$ cat src/rtl/dsg_pkg.sv
package dsg_pkg;

   typedef logic [1:0] hsel_t;

   // Line multiplier for each horizontal select code (non-monotonic on purpose)
   function automatic int unsigned hmult(input hsel_t code);
      case (code)
         2'b00:   hmult = 4;
         2'b01:   hmult = 2;
         2'b10:   hmult = 3;
         default: hmult = 5;
      endcase
   endfunction

   typedef struct packed {
      hsel_t hsel;
      logic  vsel;
   } mode_t;

endpackage

$ cat src/rtl/dsg_cycle_ctr.sv
// Wrapping counter with synchronous clear; reused for line and frame timing.
module dsg_cycle_ctr #(
   parameter int unsigned W = 9
) (
   input  logic         clk,
   input  logic         rst_n,
   input  logic         clr_i,
   input  logic         adv_i,
   input  logic [W-1:0] last_i,
   output logic [W-1:0] cnt_o,
   output logic         wrap_o
);

   logic at_last;
   assign at_last = (cnt_o == last_i);
   assign wrap_o  = adv_i & at_last & ~clr_i;

   always_ff @(posedge clk or negedge rst_n) begin
      if (!rst_n)          cnt_o <= '0;
      else if (clr_i)      cnt_o <= '0;
      else if (adv_i) begin
         if (at_last)      cnt_o <= '0;
         else              cnt_o <= cnt_o + 1'b1;
      end
   end

   // a clear request leaves the count at zero on the following cycle
   a_r6_clear_zero: assert property (@(posedge clk) disable iff (!rst_n)
      clr_i |=> (cnt_o == '0));

   // the counter never runs past the terminal value it was given
   a_r1_no_overrun: assert property (@(posedge clk) disable iff (!rst_n)
      (adv_i && !clr_i && at_last) |=> (cnt_o == '0));

endmodule

$ cat src/rtl/dsg_mode_reg.sv
// Holds the select values that are in force for the running frame.
module dsg_mode_reg
   import dsg_pkg::*;
(
   input  logic  clk,
   input  logic  rst_n,
   input  logic  load_i,
   input  mode_t req_i,
   output mode_t act_o
);

   always_ff @(posedge clk or negedge rst_n) begin
      if (!rst_n)      act_o <= '0;
      else if (load_i) act_o <= req_i;
   end

   // outside a frame boundary (or a disabled period) the active mode is frozen
   a_r5_mode_frozen: assert property (@(posedge clk) disable iff (!rst_n)
      !load_i |=> $stable(act_o));

endmodule

$ cat src/rtl/dsg_top.sv
module dsg_top
   import dsg_pkg::*;
#(
   parameter int unsigned H_UNIT  = 64,
   parameter int unsigned PW_DIV  = 8,
   parameter int unsigned V_LINES = 512,
   parameter int unsigned V_PW    = 8
) (
   input  logic       clk,
   input  logic       rst_n,
   input  logic       en_i,
   input  logic [1:0] hsel_i,
   input  logic       vsel_i,
   output logic       h_sync_o,
   output logic       v_sync_o
);

   localparam int unsigned HMAX = H_UNIT * 5;
   localparam int unsigned HW   = $clog2(HMAX);
   localparam int unsigned LMAX = V_LINES * 2;
   localparam int unsigned LW   = $clog2(LMAX);

   // Elaboration-time parameter checks
   if (H_UNIT % PW_DIV != 0 || H_UNIT < PW_DIV) begin : g_bad_hunit
      $error("dsg_top: H_UNIT must be a nonzero multiple of PW_DIV");
   end
   if (V_PW == 0 || V_PW >= V_LINES) begin : g_bad_vpw
      $error("dsg_top: V_PW must be between 1 and V_LINES-1");
   end
   if (V_LINES < 2) begin : g_bad_vlines
      $error("dsg_top: V_LINES must be at least 2");
   end

   // Per-code line terminal values and pulse widths
   logic [HW-1:0] last_tab [4];
   logic [HW-1:0] hpw_tab  [4];
   for (genvar g = 0; g < 4; g++) begin : g_htab
      localparam int unsigned PER = H_UNIT * hmult(hsel_t'(g));
      assign last_tab[g] = HW'(PER - 1);
      assign hpw_tab[g]  = HW'(PER / PW_DIV);
   end

   mode_t req, act;
   logic  frame_end, mode_load;
   assign req = '{hsel: hsel_i, vsel: vsel_i};

   dsg_mode_reg u_mode (
      .clk    (clk),
      .rst_n  (rst_n),
      .load_i (mode_load),
      .req_i  (req),
      .act_o  (act)
   );

   logic [HW-1:0] h_cnt, h_last;
   logic          h_wrap;
   assign h_last = last_tab[act.hsel];

   dsg_cycle_ctr #(.W(HW)) u_hctr (
      .clk    (clk),
      .rst_n  (rst_n),
      .clr_i  (~en_i),
      .adv_i  (1'b1),
      .last_i (h_last),
      .cnt_o  (h_cnt),
      .wrap_o (h_wrap)
   );

   logic [LW-1:0] v_cnt, v_last, v_pw;
   logic          v_wrap;
   assign v_last = act.vsel ? LW'(LMAX - 1)   : LW'(V_LINES - 1);
   assign v_pw   = act.vsel ? LW'(V_PW * 2)    : LW'(V_PW);

   dsg_cycle_ctr #(.W(LW)) u_vctr (
      .clk    (clk),
      .rst_n  (rst_n),
      .clr_i  (~en_i),
      .adv_i  (h_wrap),
      .last_i (v_last),
      .cnt_o  (v_cnt),
      .wrap_o (v_wrap)
   );

   assign frame_end = h_wrap & v_wrap;
   assign mode_load = ~en_i | frame_end;

   assign h_sync_o = en_i & (h_cnt < hpw_tab[act.hsel]);
   assign v_sync_o = en_i & (v_cnt < v_pw);

   // line count stays within the active line length
   a_r1_h_in_range: assert property (@(posedge clk) disable iff (!rst_n)
      h_cnt <= h_last);
   // line index stays within the active frame length
   a_r3_v_in_range: assert property (@(posedge clk) disable iff (!rst_n)
      v_cnt <= v_last);
   // a horizontal pulse only begins at line count zero
   a_r2_h_starts_zero: assert property (@(posedge clk) disable iff (!rst_n)
      $rose(h_sync_o) |-> (h_cnt == '0));
   // a vertical pulse only begins together with a horizontal pulse
   a_r4_v_on_h: assert property (@(posedge clk) disable iff (!rst_n)
      $rose(v_sync_o) |-> (h_sync_o && h_cnt == '0 && v_cnt == '0));

endmodule

$ cat config.mk
export PLATFORM = sky130hd
export DESIGN_NAME = dsg_top
export DESIGN_NICKNAME = d
export VERILOG_FILES = /design/src/rtl/dsg_pkg.sv /design/src/rtl/dsg_cycle_ctr.sv /design/src/rtl/dsg_mode_reg.sv /design/src/rtl/dsg_top.sv
export SDC_FILE = /design/constraint.sdc
export NUM_CORES = 1
export LEC_CHECK = 0
export BUFFER_PORTS_ARGS = -buffer_cell sky130_fd_sc_hd__buf_2
export CORE_ASPECT_RATIO = 1.5
export CORE_MARGIN = 2
export CORE_UTILIZATION = 45
export CTS_CLUSTER_SIZE = 40
export DETAILED_ROUTE_END_ITERATION = 12
export GPL_TIMING_DRIVEN = 0
export SLEW_MARGIN = 30
export SYNTH_ARGS = -nofsm -noshare
export SYNTH_HDL_FRONTEND = slang
export SYNTH_SLANG_ARGS = --single-unit
$ cat constraint.sdc
create_clock -name clk -period 2.3 [get_ports clk]
set_input_delay 0.69 -clock clk [delete_from_list [all_inputs] [get_ports clk]]
set_output_delay 0.69 -clock clk [all_outputs]
set_load 0.1 [all_outputs]
# After elaboration in Yosys (flattened, before gate mapping)
# Cells that the tools add are included.
word_totals:
  regBits: 22
  out_inout_bits: 2
  word_cells: 34
classes:
  n_mux: 13
  bitwise_logic: 9
  n_addsub: 2
  magnitude_cmp: 3
  n_eq_ne: 3
op_table:
  columns: ["op", "n"]
  rows:
  - ["$mux 9", 6]
  - ["$mux 10", 4]
  - ["$bmux 9 s2", 2]
  - ["$add 10x1->10 const B", 1]
  - ["$eq 10x10->1", 1]
  - ["$lt 10x5->1", 1]
  - ["$add 9x1->9 const B", 1]
  - ["$eq 9x9->1", 1]
  - ["$lt 9x9->1", 1]
  - ["$and 1x1->1", 6]
  - ["$mux 5", 1]
  - ["$ge 3x3->1 const B", 1]
  - ["$not 2->3", 1]
  - ["$ne 2x1->1 const B", 1]
  - ["$not 1->1", 1]
  - ["$or 1x1->1", 1]

# Depth between registers and ports, before layout
# Gate-level depths: netlist of run 1.
logic_depth:
  ltp_word: 10
  ltp_mapped: 7
  mapped_depth_nobuf: 7

# By module
# From an unflattened synthesis of run 1, not the netlist that was laid out.
hier_totals:
  hier_cells: 155
  area_unflattened_um2: 1539.0
modules_own_cells:
  columns: ["module", "area_per_inst_um2", "seq_area_each_um2", "cells_each", "instances"]
  rows:
  - ["dsg_cycle_ctr (u_vctr)", 693.2, 250.2, 70, 1]
  - ["dsg_cycle_ctr (u_hctr)", 561.8, 225.2, 56, 1]
  - ["dsg_top", 175.2, 0.0, 23, 1]
  - ["dsg_mode_reg", 108.9, 75.1, 6, 1]

# Least setup slack after synthesis of run 1
# Ideal clock, no wire load.
synth_timing:
  path_kind: "input-to-output"
  startpoint: "in en_i"
  endpoint: "out v_sync_o"
  arrival_time_ns: 2.957
  required_ns: 1.610
  setup_slack_ns: -1.347
  n_path_buf: 1
  cell_stages: 3
  path_cell_list: "buf_2 -> nand2b_1 -> nor3_1"
synth_between:
  elab_chain_cells: 1
synth_lines:
  columns: ["item", "line", "text"]
  rows:
  - ["start, declared", "dsg_top.sv:11", "input logic en_i,"]
  - ["$and 1x1->1", "dsg_top.sv:88", "assign v_sync_o = en_i & (v_cnt < v_pw);"]
  - ["end, declared", "dsg_top.sv:15", "output logic v_sync_o"]
# Every way passes these cells.

# Worst setup path in the final report of run 1
layout_timing:
  startpoint: "reg u_mode.act_o[1] (netlist name)"
  endpoint: "out h_sync_o"
layout_between:
  elab_chain_cells: 6
layout_lines:
  columns: ["item", "line", "text"]
  rows:
  - ["start, declared", "dsg_mode_reg.sv:9", "output mode_t act_o"]
  - ["start signal, assigned", "dsg_mode_reg.sv:14", "else if (load_i) act_o <= req_i;"]
  - ["$not 2->3 (implied by the code)", "dsg_top.sv:87", "assign h_sync_o = en_i & (h_cnt < hpw_tab[act.hsel]);"]
  - ["$bmux 9 s2", "dsg_top.sv:87", null]
  - ["$mux 9 (implied by the code) (2 in series)", "dsg_top.sv:87", null]
  - ["$lt 9x9->1", "dsg_top.sv:87", null]
  - ["$and 1x1->1", "dsg_top.sv:87", null]
  - ["end, declared", "dsg_top.sv:14", "output logic h_sync_o,"]
# Every way passes these cells. The select of a mux whose other input is x is not followed.

==> results.toml, run 1 <==
[die]
coreArea_um2 = 2880
initial_core_util_pct = 46.4
num_rows = 24
ios = 8
die_x_um = 48.5
die-area_um2 = 3440
die_h_um = 70.8

[power_and_ir_drop]
ir_drop_uv = 370
p_per_area_nw_per_um2 = 611
fin_total_pwr_mw = 1.03
power_leakage_nw = 0.657

[cts]
clock_tree.root_cell = "clkbuf_8"
cts_sinks = 22
holdBufCountCts = 0
cts_max_level = 1
cts_tree = "done"
cts_buffer_depth = 2
path_clk_slew_ns = 0.09
clk_latency_ns = 0.27
cts_buffers = 3

[grt]
use_met1_pct = 23.9
grt_pass1_wl_um = 5550
use_met2_pct = 38.3
antenna_found_initial = 0
grt_use_met3_pct = 2.11
grt_busiest_layer = "met2"
gr-total-overflow = 0
grt_use_total_pct = 20.6
grt_max_degree = 23
grt_pass1_vias = 1205

[sta]
period_needed_ns = 2.42
fin_ws_ns = -0.123
fin_skew_ns = 0.00371
fin_crit_sh_pct = 105
tightest_slew_ns = 0.502
relSlewSlack_pct = 66.5
max_freq_mhz = 413
setup_viol = 1
fin_hold_ws_ns = 0.381
rsz0062_at_grt = "true"
maxSlewViolCount = 0
hold_viol = 0

[placement]
place_inst = 187
routabilityCongestion = 0.861
dpl.hpwl_um = 2180
io_buffers = 6

[finish]
layout_commonest_cell = "dfrtp_1"
instances_no_fill = 196
finish.utilization_pct = 58.3
final_cell_mix = "dfrtp_1, nand2_1, nor2_1"
area_growth_pct = 25.6
fin_nets = 172
post_route_cells_drive_above_1_share_pct = 29.9
antenna_cells = 0

[synthesis]
synth-xor-area-share_pct = 6.54
synth_top_area_share_pct = 41.1
synth_edf_count = 0
synth_compound_area_share_pct = 13.8
yosys-mux-area-fraction_pct = 2.52
synth_fa_ha_area_share_pct = 7.48
synth_top_flop_cell = "dfrtp_1"
synth_top_area_cell = "dfrtp_1"
synth_cell_types = 39
syn_inst = 142
yosysWarnings = 0
ys_seq_area_share_pct = 41.1
synth-simple-area-share_pct = 23.7
synth_area_leaders = "dfrtp_1, ha_1, or4_1"
avgSynthCellArea_um2 = 9.43
syn-num-nets = 156
ys_seq_elements = 22
syn_area_um2 = 1340
synth_top_family_by_area = "simple AND/OR/NAND/NOR gates"
synthArstFlopShare_pct = 100

[route]
wl_per_cell_um = 16.6
routed_wl_um = 3250
first_pass_iters = 4
via_per_inst = 5.93
drc = 0
num_vias = 1162
drt_iter0_markers = 45
antenna_left = 0

[critical_path]
reg2reg_from = "u_mode.act_o[2]"
critPathLaunchType = "register"
reg2reg_depth = 8
cp.required_ns = 1.61
worstSetupEndpointType = "primary output"
ff2ff_setup_slack_ns = 0.14
arrival_ns = 1.73
r2r-end = "u_mode.act_o[2]"
crit_type = "register to primary output"
critPathMaxFanout = 2

[hold_path]
hp-class = "input port to async pin"

[flow_run]
timing.max_cap.violations = 0

[run_status]
status = "finished, violations left"
violations = "negative setup slack"
[cells in the mapped netlist, types with 2 or more instances]
| cell | instances |
|---|---|
| nand2b_1 | 2 |
| xnor2_1 | 6 |
| dfrtp_1 | 22 |
| nor4_1 | 2 |
| o31ai_1 | 4 |
| a21oi_1 | 4 |
| xor2_1 | 4 |
| nand4_1 | 2 |
| nor2_1 | 9 |
| inv_1 | 7 |
| and4_1 | 2 |
| ha_1 | 8 |
| mux2_2 | 3 |
| nor3_1 | 4 |
| clkbuf_1 | 2 |
| o21ai_0 | 7 |
| or2_2 | 2 |
| or4_1 | 8 |
| or3_1 | 2 |
| buf_2 | 3 |
| a31oi_1 | 3 |
| o211ai_1 | 2 |
| nand3_1 | 7 |
| nand2_1 | 12 |
[metal layers]
layer  vias to the layer above  part of all wire [%]
li1                        554                     -
met1                       585                    39
met2                        18                    58
met3                         5                   1.9
met4                         0                   1.4
met5                         -                     0
[power breakdown]
group	internal [mW]	switching, mW	total [mW]
clock network	0.233	0.136	0.369
logic	0.0944	0.132	0.226
registers	0.405	0.0279	0.432
[per-stage QoR]
stage	setup slack [ns]	area (µm²)	TNS, ns
2_1_floorplan	-0.147	1360	-0.243
5_1_grt	-0.207	1680	-0.209
3_5_place_dp	-0.299	1440	-0.307
3_3_place_gp	-0.236	1440	-0.236
6_report	-0.123	1680	-0.123
4_1_cts	-0.178	1600	-0.178
[timing repair]
item	4_1_cts	5_1_grt
setup buffers	4	2
pin swaps	5	4
endpoints found under the setup margin	2	6
resized for setup	15	18
[cell families (layout without fill, tap and decap cells)]
| kind of cell | Yosys count | in the layout |
|---|---|---|
| AOI/OAI and AO/OA | 28 | 28 |
| buffers and inverters | 14 | 29 |
| DFF | 22 | 22 |
| adders and majority gates | 8 | 8 |
| xor gates and xnor gates | 10 | 10 |
| muxes | 3 | 3 |
| and+or+nand+nor | 57 | 57 |
[flip-flops by register name, indices dropped and copies added, names as in the netlist]
name and count:
u_hctr.cnt_o 9, u_mode.act_o 3, u_vctr.cnt_o 10
[worst max-delay path, cell delays in order, from the launching register on]
cell and delay (ns):
dfrtp_1 0.38, inv_2 0.06, ha_4 0.30, inv_4 0.04
ha_4 0.20, o21ai_2 0.04, nand2b_1 0.10, a21oi_4 0.15
buf_12 0.18
[layout make-up]
| cell class | count | area (µm²) |
|---|---|---|
| tap | 39 | 48.8 |
| multi-input combinational | 106 | 841 |
| fill | 252 | 1200 |
| buffer | 5 | 30.0 |
| inverter | 8 | 32.5 |
| clock buffer | 3 | 41.3 |
| timing repair buffer | 12 | 105 |
| clock inverter | 1 | 30.0 |
| sequential | 22 | 553 |
[worst max path at each step]
| stage | from | to | slack (ns) | depth (start not counted) |
|---|---|---|---|---|
| floorplan | u_mode.act_o[2] | h_sync_o | -0.15 | 7 |
| global placement | u_mode.act_o[2] | h_sync_o | -0.24 | 8 |
| detailed placement | u_mode.act_o[2] | h_sync_o | -0.30 | 8 |
| CTS | u_mode.act_o[2] | h_sync_o | -0.18 | 8 |
| global route | u_mode.act_o[1] | h_sync_o | -0.21 | 8 |
| finish | u_mode.act_o[1] | h_sync_o | -0.12 | 8 |
Note: power is estimated with default switching activity, not from simulation.
==> run 2: changes to the inputs <==
- CELL_PAD_IN_SITES_DETAIL_PLACEMENT: not set -> 1
- CELL_PAD_IN_SITES_GLOBAL_PLACEMENT: not set -> 1
- CORE_UTILIZATION: 45 -> 46
- PLACE_DENSITY_LB_ADDON: not set -> 0.1
==> run 2 against run 1 <==
- the run still ends with negative setup slack left
- die area is 2.0% lower
- design area up 0.15%
- first-iteration DRC count fell by 58%
- via count grew 1.9%
- register-to-register slack worse by 0.10 ns
- global-route usage increased by 6.3 points
- core utilization grew 0.70 points
- worst setup slack lost 0.043 ns
- power fell by 6.9%
- critical path type unchanged
- largest power group unchanged
==> results.toml, run 2 (synthesis results as in run 1) <==
[critical_path]
critPathLaunchType = "register"
cp_cell_sequence = "inv_2, ha_4, inv_4, ha_4, o21ai_2, nand2b_1, a21oi_4, buf_12"
crit_top_cell = "ha_4"
critPathMaxStageDelay_ns = 0.38
crit_slowest_cell = "dfrtp_1"
crit_type = "register to primary output"
critPathMaxFanout = 2
cp.required_ns = 1.61
arrival_ns = 1.78
worstSetupEndpointType = "primary output"

[die]
die_x_um = 48.1
die_h_um = 70.1
coreArea_um2 = 2850
initial_core_util_pct = 46.9
num_rows = 24
ios = 8
die-area_um2 = 3370

[route]
wl_met2_um = 2400
first_pass_iters = 4
num_vias = 1184
met1Wirelength_um = 1450
drc = 0
wl_met3_um = 46
routed_wl_um = 3940
top_layer_used = "met4"
antenna_left = 0
via_per_inst = 5.98
wl_per_cell_um = 19.9
drt_iter0_markers = 19

[flow_run]
timing.max_cap.violations = 0

[cts]
cts_buffer_depth = 2
holdBufCountCts = 0
path_clk_slew_ns = 0.08
cts_sinks = 22
cts_max_level = 1
clock_tree.root_cell = "clkbuf_8"
cts_buffers = 3
clk_latency_ns = 0.27
cts_tree = "done"

[finish]
area_growth_pct = 25.8
post_route_cells_drive_above_1_share_pct = 29.6
finish.utilization_pct = 59.0
final_cell_mix = "dfrtp_1, nand2_1, nor2_1"
antenna_cells = 0
top_regs = "u_vctr.cnt_o: 10 flops, u_hctr.cnt_o: 9 flops, u_mode.act_o: 3 flops"
layout_commonest_cell = "dfrtp_1"
largest_reg_flops = 10
fin_nets = 174
instances_no_fill = 198
regMostFlops = "u_vctr.cnt_o"

[power_and_ir_drop]
p_int_uw = 659
p_sw_uw = 298
ir_drop_uv = 346
power_leakage_nw = 0.668
combPwrFrac_pct = 25.9
fin_total_pwr_uw = 956
p_per_area_nw_per_um2 = 568
p_sw_share_pct = 31.1
clkPwrFrac_pct = 29.6
seqPwrFrac_pct = 44.5

[grt]
gr-total-overflow = 0
grt_pass1_vias = 1349
antenna_found_initial = 0
grt_pass1_wl_um = 6440
grt_max_degree = 23
grt_use_total_pct = 26.9

[sta]
fin_skew_ns = 0.00267
tightest_slew_ns = 0.541
rsz0062_at_grt = "true"
fin_ws_ns = -0.166
maxSlewViolCount = 0
fin_hold_ws_ns = 0.397
relSlewSlack_pct = 63.9
fin_crit_sh_pct = 107
period_needed_ns = 2.47
setup_viol = 1
hold_viol = 0
max_freq_mhz = 406

[placement]
routabilityCongestion = 0.872
post-place-ws_ns = -0.374
io_buffers = 6
dpl.hpwl_um = 2600
place_inst = 187

[run_status]
violations = "negative setup slack"
status = "finished, violations left"

[hold_path]
hp-class = "input port to async pin"
[run 2: power groups by stage]
stage	clock [mW]	sequential, mW	combinational, mW
after floorplan	0	0.427	0.125
after global placement	0	0.431	0.160
after detailed placement	0	0.434	0.171
after CTS	0.292	0.423	0.220
after global routing	0.305	0.427	0.266
final	0.284	0.426	0.247
[run 2: worst paths after layout]
kind                            startpoint               to  slack, ns  cells after the start
setup / recovery           u_mode.act_o[2]         h_sync_o      -0.17                      8
hold / removal                       rst_n  u_hctr.cnt_o[8]       0.40                      1
setup reg to reg           u_mode.act_o[1]  u_mode.act_o[2]       0.04                      8
hold reg to reg            u_hctr.cnt_o[0]  u_hctr.cnt_o[0]       0.49                      1
max in group asynchronous            rst_n  u_mode.act_o[0]       1.52                      1
min in group clk           u_hctr.cnt_o[0]  u_hctr.cnt_o[0]       0.49                      1
[run 2: routing by layer]
layer  global-route usage, %  vias up
met5                       0        -
met2                    49.6       11
met1                    30.0      611
met4                    6.31        0
li1                        -      557
met3                    3.88        5
[run 2: cell type report]
class                   instances  area, µm²
fillers                       325       1170
well taps                      39       48.8
multi-input cells             106        842
flip-flops and latches         22        552
plain buffers                   6       41.3
clock buffers                   4       55.1
repair buffers                 13        113
inverters                       8       32.5
[run 2: critical path, delay by kind of cell, from the launching register on]
family	cells	cell delay (ns)
fa+ha+maj	2	0.51
simple gates	1	0.11
compound gates	2	0.22
buf+inv	3	0.30
flops	1	0.38
[run 2: through the flow]
step | setup TNS [ns] | instance area [µm²]
after floorplan | -0.243 | 1360
after global placement | -0.227 | 1440
after detailed placement | -0.397 | 1440
after CTS | -0.165 | 1610
after global routing | -0.402 | 1680
final | -0.166 | 1680
[run 2: timing repair]
action / in CTS / in global routing
endpoints found under the setup margin: 2 / 15
pin swaps: 4 / 3
buffers inserted: 6 / 1
resized for setup: 18 / 17
